`config.mk`:
```
export PLATFORM = sky130hd
export DESIGN_NAME = cascade_merge
export DESIGN_NICKNAME = d
export VERILOG_FILES = /design/src/rtl/cascade_merge_pkg.sv /design/src/rtl/cascade_merge_ctrl.sv /design/src/rtl/cascade_merge_dp.sv /design/src/rtl/cascade_merge.sv
export SDC_FILE = /design/constraint.sdc
export NUM_CORES = 1
export LEC_CHECK = 0
export BUFFER_PORTS_ARGS = -buffer_cell sky130_fd_sc_hd__buf_2
export CAP_MARGIN = 20
export CORE_ASPECT_RATIO = 1.4
export CORE_MARGIN = 3
export CORE_UTILIZATION = 39
export CTS_CLUSTER_SIZE = 8
export DETAILED_ROUTE_END_ITERATION = 7
export PLACE_DENSITY = 0.67
export SLEW_MARGIN = 10
export SYNTH_ARGS = -nofsm -noshare
export SYNTH_HDL_FRONTEND = slang
export SYNTH_SLANG_ARGS = --single-unit
```
`constraint.sdc`:
```
create_clock -name clk -period 1.8 [get_ports clk]
set_clock_uncertainty 0.05 [all_clocks]
set_input_delay 0.36 -clock clk [delete_from_list [all_inputs] [get_ports clk]]
set_output_delay 0.36 -clock clk [all_outputs]
set_load 0.03 [all_outputs]
```
`src/rtl/cascade_merge_pkg.sv`:
```
package cascade_merge_pkg;

  // Strobes handed from the control unit to the datapath each cycle.
  typedef struct packed {
    logic capture;    // both sides presented a result this cycle
    logic localHigh;  // local result outranks the cascade result
  } mergeStrobe_t;

endpackage

```
`src/rtl/cascade_merge_ctrl.sv`:
```
module cascade_merge_ctrl
  import cascade_merge_pkg::*;
#(
  parameter int IDX_W = 20
) (
  input  logic             clk,
  input  logic             rstN,
  input  logic             devId,
  input  logic             locValid,
  input  logic             casValid,
  input  logic [IDX_W-1:0] casIndex,
  input  logic             casParity,
  output mergeStrobe_t     strobe,
  output logic             parityErr,
  output logic             protoErr
);

  logic parityBad;
  logic misaligned;

  // Even parity: index bits plus parity bit must XOR to zero.
  assign parityBad  = casValid & (^{casIndex, casParity});
  assign misaligned = locValid ^ casValid;

  always_comb begin
    strobe.capture   = locValid & casValid;
    strobe.localHigh = ~devId;   // device 0 always outranks device 1
  end

  always_ff @(posedge clk or negedge rstN) begin
    if (!rstN) begin
      parityErr <= 1'b0;
      protoErr  <= 1'b0;
    end else begin
      parityErr <= parityErr | parityBad;
      protoErr  <= misaligned;
    end
  end

endmodule

```
`src/rtl/cascade_merge_dp.sv`:
```
module cascade_merge_dp
  import cascade_merge_pkg::*;
#(
  parameter int IDX_W     = 20,
  parameter int MERGE_LAT = 8
) (
  input  logic             clk,
  input  logic             rstN,
  input  mergeStrobe_t     strobe,
  input  logic             devId,
  input  logic             locMatch,
  input  logic [IDX_W-1:0] locIndex,
  input  logic             casMatch,
  input  logic [IDX_W-1:0] casIndex,
  output logic             outValid,
  output logic             outMatch,
  output logic [IDX_W:0]   outIndex
);

  localparam int OUT_W = IDX_W + 1;

  logic             hiMatch, loMatch;
  logic [IDX_W-1:0] hiIndex, loIndex;
  logic             hiDev, loDev;
  logic             selMatch;
  logic [OUT_W-1:0] selIndex;

  // Order the two results by chain position.
  always_comb begin
    if (strobe.localHigh) begin
      hiMatch = locMatch;  hiIndex = locIndex;  hiDev = devId;
      loMatch = casMatch;  loIndex = casIndex;  loDev = ~devId;
    end else begin
      hiMatch = casMatch;  hiIndex = casIndex;  hiDev = ~devId;
      loMatch = locMatch;  loIndex = locIndex;  loDev = devId;
    end
  end

  always_comb begin
    selMatch = 1'b0;
    selIndex = '0;
    if (strobe.capture) begin
      if (hiMatch) begin
        selMatch = 1'b1;
        selIndex = {hiDev, hiIndex};
      end else if (loMatch) begin
        selMatch = 1'b1;
        selIndex = {loDev, loIndex};
      end
    end
  end

  // Fixed-depth delay line carrying the decided result.
  logic [MERGE_LAT-1:0] vPipe;
  logic [MERGE_LAT-1:0] mPipe;
  logic [OUT_W-1:0]     iPipe [MERGE_LAT];

  generate
    for (genvar s = 0; s < MERGE_LAT; s++) begin : g_stage
      if (s == 0) begin : g_head
        always_ff @(posedge clk or negedge rstN) begin
          if (!rstN) begin
            vPipe[0] <= 1'b0;
            mPipe[0] <= 1'b0;
            iPipe[0] <= '0;
          end else begin
            vPipe[0] <= strobe.capture;
            mPipe[0] <= selMatch;
            iPipe[0] <= selIndex;
          end
        end
      end else begin : g_body
        always_ff @(posedge clk or negedge rstN) begin
          if (!rstN) begin
            vPipe[s] <= 1'b0;
            mPipe[s] <= 1'b0;
            iPipe[s] <= '0;
          end else begin
            vPipe[s] <= vPipe[s-1];
            mPipe[s] <= mPipe[s-1];
            iPipe[s] <= iPipe[s-1];
          end
        end
      end
    end
  endgenerate

  assign outValid = vPipe[MERGE_LAT-1];
  assign outMatch = mPipe[MERGE_LAT-1];
  assign outIndex = iPipe[MERGE_LAT-1];

endmodule

```
`src/rtl/cascade_merge.sv`:
```
module cascade_merge
  import cascade_merge_pkg::*;
#(
  parameter int IDX_W     = 20,
  parameter int MERGE_LAT = 8
) (
  input  logic             clk,
  input  logic             rstN,
  input  logic             devId,
  input  logic             locValid,
  input  logic             locMatch,
  input  logic [IDX_W-1:0] locIndex,
  input  logic             casValid,
  input  logic             casMatch,
  input  logic [IDX_W-1:0] casIndex,
  input  logic             casParity,
  output logic             outValid,
  output logic             outMatch,
  output logic [IDX_W:0]   outIndex,
  output logic             parityErr,
  output logic             protoErr
);

  mergeStrobe_t strobe;

  cascade_merge_ctrl #(.IDX_W(IDX_W)) u_ctrl (
    .clk       (clk),
    .rstN      (rstN),
    .devId     (devId),
    .locValid  (locValid),
    .casValid  (casValid),
    .casIndex  (casIndex),
    .casParity (casParity),
    .strobe    (strobe),
    .parityErr (parityErr),
    .protoErr  (protoErr)
  );

  cascade_merge_dp #(.IDX_W(IDX_W), .MERGE_LAT(MERGE_LAT)) u_dp (
    .clk      (clk),
    .rstN     (rstN),
    .strobe   (strobe),
    .devId    (devId),
    .locMatch (locMatch),
    .locIndex (locIndex),
    .casMatch (casMatch),
    .casIndex (casIndex),
    .outValid (outValid),
    .outMatch (outMatch),
    .outIndex (outIndex)
  );

endmodule

```
**Word level (Yosys, flattened, before mapping)**

Cells that the tools add are included.

- Register bits: 186
- Bits of input ports: 48

- Multiplexer cells: 12
- Bitwise gates (word level): 5
- Reductions and logical operators: 1

Operators with widths:

| cell | count |
|---|---|
| 21-bit 2-to-1 mux | 3 |
| 20-bit 2-to-1 mux | 2 |
| 21-bit parity | 1 |
| 1-bit 2-to-1 mux | 7 |
| 1-bit bitwise AND | 2 |
| 1-bit NOT | 1 |
| 1-bit bitwise OR | 1 |
| 1-bit XOR | 1 |

**Longest topological paths before layout**

Gate-level depths: netlist (run 1).

- Depth in word-level cells: 5
- Depth in mapped cells: 7
- Depth with buffers taken out: 5

**Cells and area by module**

From an unflattened synthesis (run 1), not the netlist that was laid out.

- Cell total of the unflattened synthesis: 307
- Area, all modules: 5652.9 µm²

By module, submodules not included:

| module | times used | cells an instance | area an instance (µm²) | sequential area each (µm²) |
|---|---|---|---|---|
| cascade_merge_dp | 1 | 283 | 5398.9 | 4604.4 |
| cascade_merge_ctrl | 1 | 24 | 254.0 | 50.0 |

**Least setup slack after synthesis (run 1)**

OpenSTA, ideal clock, no wires.

- Path kind: input to register
- Start point: input port casIndex[12]
- End point: register u_ctrl.parityErr
- Setup time: 0.118 ns
- Data arrival time: 1.372 ns
- Setup slack: 0.260 ns
- Stages: 5
- Path buffers: 0
- Path through: xor2_1 xnor2_1 xnor2_1 xnor3_1 a21o_1

- Longest elaborated chain between the ends: 3

RTL lines:

| item | RTL line | source |
|---|---|---|
| start: declaration | cascade_merge.sv:15 | `input logic [IDX_W-1:0] casIndex,` |
| 21-bit parity | cascade_merge_ctrl.sv:22 | `assign parityBad = casValid & (^{casIndex, casParity});` |
| 1-bit bitwise AND | cascade_merge_ctrl.sv:22 |  |
| 1-bit bitwise OR | cascade_merge_ctrl.sv:35 | `parityErr <= parityErr \| parityBad;` |
| end signal: assignment | cascade_merge_ctrl.sv:35 |  |
| end: declaration | cascade_merge_ctrl.sv:14 | `output logic parityErr,` |

Every way passes these cells.

**Worst setup path in the final report (run 1)**

- Start point: input port devId
- End point: register u_dp.iPipe[163] in the netlist's numbering

- Longest elaborated chain between the ends: 4

RTL lines:

| item | RTL line | source |
|---|---|---|
| start: declaration | cascade_merge.sv:9 | `input logic devId,` |
| 20-bit 2-to-1 mux / 1-bit 2-to-1 mux (equally long branches) | cascade_merge_dp.sv:30 | `if (strobe.localHigh) begin` |
| 21-bit 2-to-1 mux | cascade_merge_dp.sv:46 | `end else if (loMatch) begin` |
| 21-bit 2-to-1 mux * | cascade_merge_dp.sv:43 | `if (hiMatch) begin` |
| 21-bit 2-to-1 mux * | cascade_merge_dp.sv:42 | `if (strobe.capture) begin` |
| named net u_dp.selIndex[16] | cascade_merge_dp.sv:26 | `logic [OUT_W-1:0] selIndex;` |
| end: declaration | cascade_merge_dp.sv:56 | `logic [OUT_W-1:0] iPipe [MERGE_LAT];` |

The timed path passes the listed nets; every way through them passes the cells marked *.

==> qor.txt, run 1 <==
outcome: complete, no violations
post-synth cell types: 20
VDD IR max: 0.000670 V
worst-margin pin slew: 0.698 ns
synth-to-layout area growth: 20.8%
worst hold endpoint: u_ctrl.parityErr
Final period util: 81.0%
drt initial violations: 72
pin count of the biggest net entering global routing: 64
Max stage delay on crit path: 0.58 ns
total number of vias: 2,536
Hold Fails Final Rpt: 0
share of layout cells above drive strength 1: 29.6%
WS Path Type: primary input to flop
Hold WS: 0.123 ns
commonest non-fill, non-tap cell in the layout: dfrtp_1
Pwr per Cell Area: 1300 nW/um^2
worst r2r dst: u_ctrl.parityErr
clock buffer depth: 2
syn_area_per_cell: 18.0 um^2
drt first pass iters: 4
total core area: 13,600 um^2
Slew headroom: 53.2%
Synth top area share: 84.1%
antenna viol nets, final: 0
Clock Root Buffer: clkbuf_16
Clk network pwr share: 42.0%
Worst setup EP type: flop
CTS tree: done
synth top area cells: dfrtp_1 84%, a221oi_1 3.0%, buf_4 2.8%
hold path depth: 2
crit path DAT: 1.73 ns
NetSw: 1.78 mW
sw frac: 20.5%
htree depth: 4
Ys Warns: 0
commonest cells after routing, fill and taps aside: 186 x dfrtp_1, 71 x buf_2, 19 x a22oi_1, 19 x a221oi_1, 19 x a21oi_1
clock latency on the worst-skew pair: 0.41 ns
io pins: 73
crit path max-delay cell type: a21boi_2
Clock transition at path regs: 0.06 ns
port buffer count: 72
Avg WL per Cell: 12.3 um
Via density: 4.42
post_cts resized: 0
Int Power: 6.93 mW
grt ovf: 0
net count after synthesis: 357
largest fanout on the critical path: 24
GRT Util Overall: 10.0%
vias in the first global route: 2,622
Initial Util: 40.6%
Post-Place Cell Area: 6070 um^2
HP Class: primary input to flop
flop-to-flop setup slack: 1.11 ns
Power, Total: 8.71 mW
number of max-cap violations: 0
DP HPWL: 4310 um
min cycle time layout: 1.46 ns
Die Y: 147 um
clock sink count: 186
area leader, netlist: dfrtp_1
Register-to-Register Path Depth: 1
Post-CTS Setup Bufs: 0
post-synthesis sequential area ratio: 84.1%
highest achievable clock rate: 686 MHz
Req. time, crit path: 2.07 ns
Syn Inst Count: 308
Slew Viols, Final: 0
setup repair after global routing missed its margin: false
initial antenna violation count: 0
die area: 15,700 um^2
Sequential Power Share: 52.0%
DRC viols: 0
cts hold-fix bufs: 1
hold wc startpoint: casValid
clock buffer count from CTS: 17
Die X: 107 um
first-pass GRT wire length: 12,100 um
mapped cell area: 5530 um^2
post-route design area: 6680 um^2
nets@finish: 428
Setup TNS: 0 ns
fill cell count: 1,194
synthesized flop and latch total: 186
Gate power share: 6.0%
reg2reg start: u_ctrl.parityErr
ant diodes: 0
std cell rows: 50
CP Cell Sequence: buf_2 > nand2b_1 > a21boi_2 > buf_12 > a221oi_1 > a21oi_1
Worst Setup Start Kind: primary input
routability cong.: 0.733
Final setup viols: 0
Lkg Pwr: 3.22 nW
drt total wl: 7070 um
[cell families after synthesis]
| group | Yosys count | synth area share, % |
|---|---|---|
| compound gates | 62 | 7.98 |
| xor+xnor | 19 | 3.26 |
| fa+ha+maj | 1 | 0.226 |
| buf+inv | 33 | 3.78 |
| flops | 186 | 84.1 |
| simple gates | 7 | 0.633 |
[metrics by stage]
step	cells	worst slack, ns	utilization, %
floorplan	308	0.260	-
global placement	541	0.0273	44.5
detailed placement	541	-0.0549	44.5
CTS	574	0.379	49.0
global route	574	0.243	49.0
finish	574	0.342	49.0
[metal layers]
layer / up-vias / share of wire, % / track usage (%)
li1: 1173 / - / -
met1: 1236 / 40 / 11.9
met2: 109 / 50 / 15.4
met3: 18 / 7.9 / 4.18
met4: 0 / 2.5 / 5.63
met5: - / 0 / 0
[power by group through the flow]
stage / registers [mW] / logic (mW) / clock network [mW]
after floorplan: 4.59 / 0.306 / 0
after global placement: 4.59 / 0.508 / 0
after detailed placement: 4.61 / 0.528 / 0
after CTS: 4.54 / 0.533 / 3.77
after global routing: 4.56 / 0.571 / 3.95
final: 4.53 / 0.523 / 3.66
[area by class of cell]
class | count | area (um^2) | area share [%]
Multi-Input combinational cell | 89 | 677 | 10.1
Timing Repair Buffer | 85 | 519 | 7.77
Sequential cell | 186 | 4650 | 69.6
Clock inverter | 11 | 145 | 2.17
Tap cell | 182 | 228 | 3.41
Clock buffer | 21 | 460 | 6.89
[critical path, delay by kind of cell]
kind	cells	cell delay, ns
buffers and inverters	2	0.36
AO/OA/AOI/OAI	3	0.84
AND/OR/NAND/NOR	1	0.16
[worst max-delay path by stage]
stage                     depth (start not counted)               end         start  slack [ns]
after floorplan                                   5  u_ctrl.parityErr  casIndex[12]        0.26
after global placement                            6  u_ctrl.parityErr  casIndex[12]        0.03
after global routing                              6   u_dp.iPipe[162]         devId        0.24
final                                             6   u_dp.iPipe[163]         devId        0.34
after detailed placement                          6   u_dp.iPipe[163]         devId       -0.05
after CTS                                         6   u_dp.iPipe[163]         devId        0.38
[state kept, by name, indices dropped and copies added, names as in the netlist]
register / count
u_dp.iPipe: 147
u_dp.outIndex: 21
u_dp.mPipe: 7
u_dp.vPipe: 7
u_ctrl.parityErr: 1
u_ctrl.protoErr: 1
u_dp.outMatch: 1
u_dp.outValid: 1
[cells in the mapped netlist]
library cell	n
dfrtp_1	186
buf_2	5
nand3b_1	1
clkbuf_1	7
buf_4	21
xor2_1	3
nand2b_1	1
a221oi_1	19
nand2_1	2
a21oi_1	19
a22oi_1	19
a21boi_1	2
nand3_1	2
a21boi_0	1
xnor3_1	1
ha_1	1
a21o_1	1
o21a_1	1
xnor2_1	15
nor2_1	1
(Power assumes the default switching activity.)
==> run 2, diff against run 1 <==
--- a/config.mk
+++ b/config.mk
@@ -5,6 +5,7 @@
 export SDC_FILE = /design/constraint.sdc
 export NUM_CORES = 1
 export LEC_CHECK = 0
+export ABC_AREA = 1
 export BUFFER_PORTS_ARGS = -buffer_cell sky130_fd_sc_hd__buf_2
 export CAP_MARGIN = 20
 export CORE_ASPECT_RATIO = 1.4
@@ -12,7 +13,7 @@
 export CORE_UTILIZATION = 39
 export CTS_CLUSTER_SIZE = 8
 export DETAILED_ROUTE_END_ITERATION = 7
-export PLACE_DENSITY = 0.67
+export PLACE_DENSITY = 0.68
 export SLEW_MARGIN = 10
 export SYNTH_ARGS = -nofsm -noshare
 export SYNTH_HDL_FRONTEND = slang
==> constraint.sdc (replaced) <==
create_clock -name clk -period 1.26 [get_ports clk]
set_clock_uncertainty 0.05 [all_clocks]
set_input_delay 0.252 -clock clk [delete_from_list [all_inputs] [get_ports clk]]
set_output_delay 0.252 -clock clk [all_outputs]
set_load 0.03 [all_outputs]
==> qor.txt, run 2 <==
Avg WL per Cell: 11.2 um
clock buffer count from CTS: 17
initial antenna violation count: 0
Hold WS: 0.0435 ns
std cell rows: 52
Syn Inst Count: 467
commonest cells after routing, fill and taps aside: 186 x dfrtp_1, 106 x nand2_1, 46 x buf_2
die area: 16,800 um^2
Gate power share: 6.7%
Max stage delay on crit path: 0.41 ns
Int Power: 10.0 mW
HP Class: primary input to flop
total core area: 14,700 um^2
io pins: 73
commonest non-fill, non-tap cell in the layout: dfrtp_1
largest fanout on the critical path: 2
GRT Util Overall: 11.1%
Worst setup EP type: output port
ys async rst share: 100%
antenna viol nets, final: 0
mapped cell area: 5960 um^2
clock sink count: 186
synth-to-layout area growth: 24.6%
CTS tree: done
crit path max-delay cell type: dfrtp_1
Crit path depth: 1
Post-CTS Setup Bufs: 0
vias in the first global route: 3,350
clock latency on the worst-skew pair: 0.41 ns
pin count of the biggest net entering global routing: 44
Die X: 110 um
Slew Viols, Final: 0
VDD IR max: 0.000981 V
synthesized flop and latch total: 186
DP Worst Slack: -0.188 ns
crit path DAT: 0.98 ns
hold path depth: 2
drt first pass iters: 4
Hold Fails Final Rpt: 0
worst path bufs/invs: 1
Die Y: 152 um
ys flop type: dfrtp_1
Clock Root Buffer: clkbuf_16
fill cell count: 1,308
total number of vias: 3,300
drt initial violations: 116
failing checks: setup timing
Worst Setup Start Kind: flop
share of layout cells above drive strength 1: 23.5%
Synth top area share: 78.2%
CP Cell Sequence: buf_6
sw frac: 20.7%
Pwr per Cell Area: 1700 nW/um^2
setup repair after global routing missed its margin: true
commonest cells in the netlist: 186 x dfrtp_1, 106 x nand2_1, 29 x o21ai_0
Sequential Power Share: 50.3%
Power, Total: 12.6 mW
min cycle time layout: 1.28 ns
worst-margin pin slew: 0.567 ns
DP HPWL: 5760 um
nets@finish: 603
most frequent cell after synthesis: dfrtp_1
Largest Register: u_dp.iPipe
NetSw: 2.62 mW
area leader, netlist: dfrtp_1
post-route setup slack: -0.0193 ns
Register-to-Register Path Depth: 2
net count after synthesis: 516
ant diodes: 0
drt total wl: 8430 um
outcome: complete, but fails checks
Via density: 4.37
syn_area_per_cell: 12.8 um^2
DRC viols: 0
Slew headroom: 62.1%
Ys Warns: 0
number of max-cap violations: 0
cell family with most CP delay: flip-flops
clock buffer depth: 2
post-synth cell types: 20
port buffer count: 72
htree depth: 4
Clock transition at path regs: 0.06 ns
post-synthesis sequential area ratio: 78.2%
grt ovf: 0
Req. time, crit path: 0.96 ns
Lkg Pwr: 3.98 nW
Clk network pwr share: 43.0%
EDFF count, synth: 0
Final setup viols: 1
WS Path Type: flop to output port
highest achievable clock rate: 782 MHz
routability cong.: 0.736
synth top area cells: dfrtp_1 78%, nand2_1 6.7%, buf_4 2.6%
Initial Util: 40.5%
Largest register FFs: 147
Final period util: 102%
first-pass GRT wire length: 14,900 um
==> run 2: changes by cell type in the layout (fill, tap and decap cells not counted), moves of 4 or more <==
cell / change
nand3_1: +21
inv_1: +28
buf_2: -25
nand2_1: +104
buf_4: +16
o21ai_1: +8
a22oi_1: -19
buf_6: +25
nor2_1: +23
xnor2_1: -13
a221oi_1: -19
mux2i_1: +4
o21ai_0: +29
==> run 2: worst paths after layout <==
kind	slack, ns	end	start
setup / recovery	-0.02	parityErr	u_ctrl.parityErr
hold / removal	0.04	u_dp.mPipe[0]	casMatch
setup reg to reg	0.59	u_ctrl.parityErr	u_ctrl.parityErr
hold reg to reg	0.29	u_dp.iPipe[33]	u_dp.iPipe[54]
max in group asynchronous	0.43	u_dp.iPipe[91]	rstN
min in group asynchronous	0.23	u_dp.outIndex[3]	rstN
==> run 2: metal layers <==
layer / track usage [%] / vias to the layer above / routed length (um)
met2: 19.5 / 89 / 4510
met4: 4.87 / 0 / 160
met5: 0 / - / 0
met3: 4.25 / 18 / 468
met1: 11.8 / 1580 / 3300
li1: - / 1613 / -
==> run 2: per-stage QoR <==
step | cell area, um^2 | cells | setup TNS (ns) | utilization, %
floorplan | 5960 | 467 | 0 | -
global placement | 6620 | 722 | -0.434 | 45.0
detailed placement | 6620 | 722 | -1.28 | 45.0
CTS | 7410 | 756 | -0.0661 | 50.4
global route | 7420 | 756 | -0.262 | 50.5
finish | 7420 | 756 | -0.0193 | 50.5
==> run 2: what timing repair did <==
item / CTS / global route
setup endpoints to repair: 25 / 21
gates resized for setup: 47 / 3
hold endpoints to repair: 187 / 0
gates cloned: 0 / 0
hold buffers: 2 / 0
==> run 2: area by class of cell <==
cell class              instances  area, um^2  area share [%]
clock inverters                12         171            2.31
inverters                      29         109            1.47
flip-flops and latches        186        4650            62.7
clock buffers                  20         457            6.15
multi-input cells             217         970            13.1
repair buffers                103         826            11.1
well taps                     189         236            3.19
==> run 2: power groups by stage <==
stage	logic, mW	registers, mW	clock network [mW]
global placement	0.774	6.44	0
finish	0.852	6.36	5.44
CTS	0.862	6.36	5.61
floorplan	0.436	6.45	0
detailed placement	0.806	6.46	0
global route	0.956	6.39	5.86
==> run 2: logic make-up after synthesis <==
family	after synthesis	share of synthesized area, %
AOI/OAI and AO/OA	54	4.58
xor gates and xnor gates	4	0.588
adders and majority gates	1	0.210
muxes	4	0.672
buffers and inverters	64	5.57
DFF	186	78.2
and+or+nand+nor	154	10.2
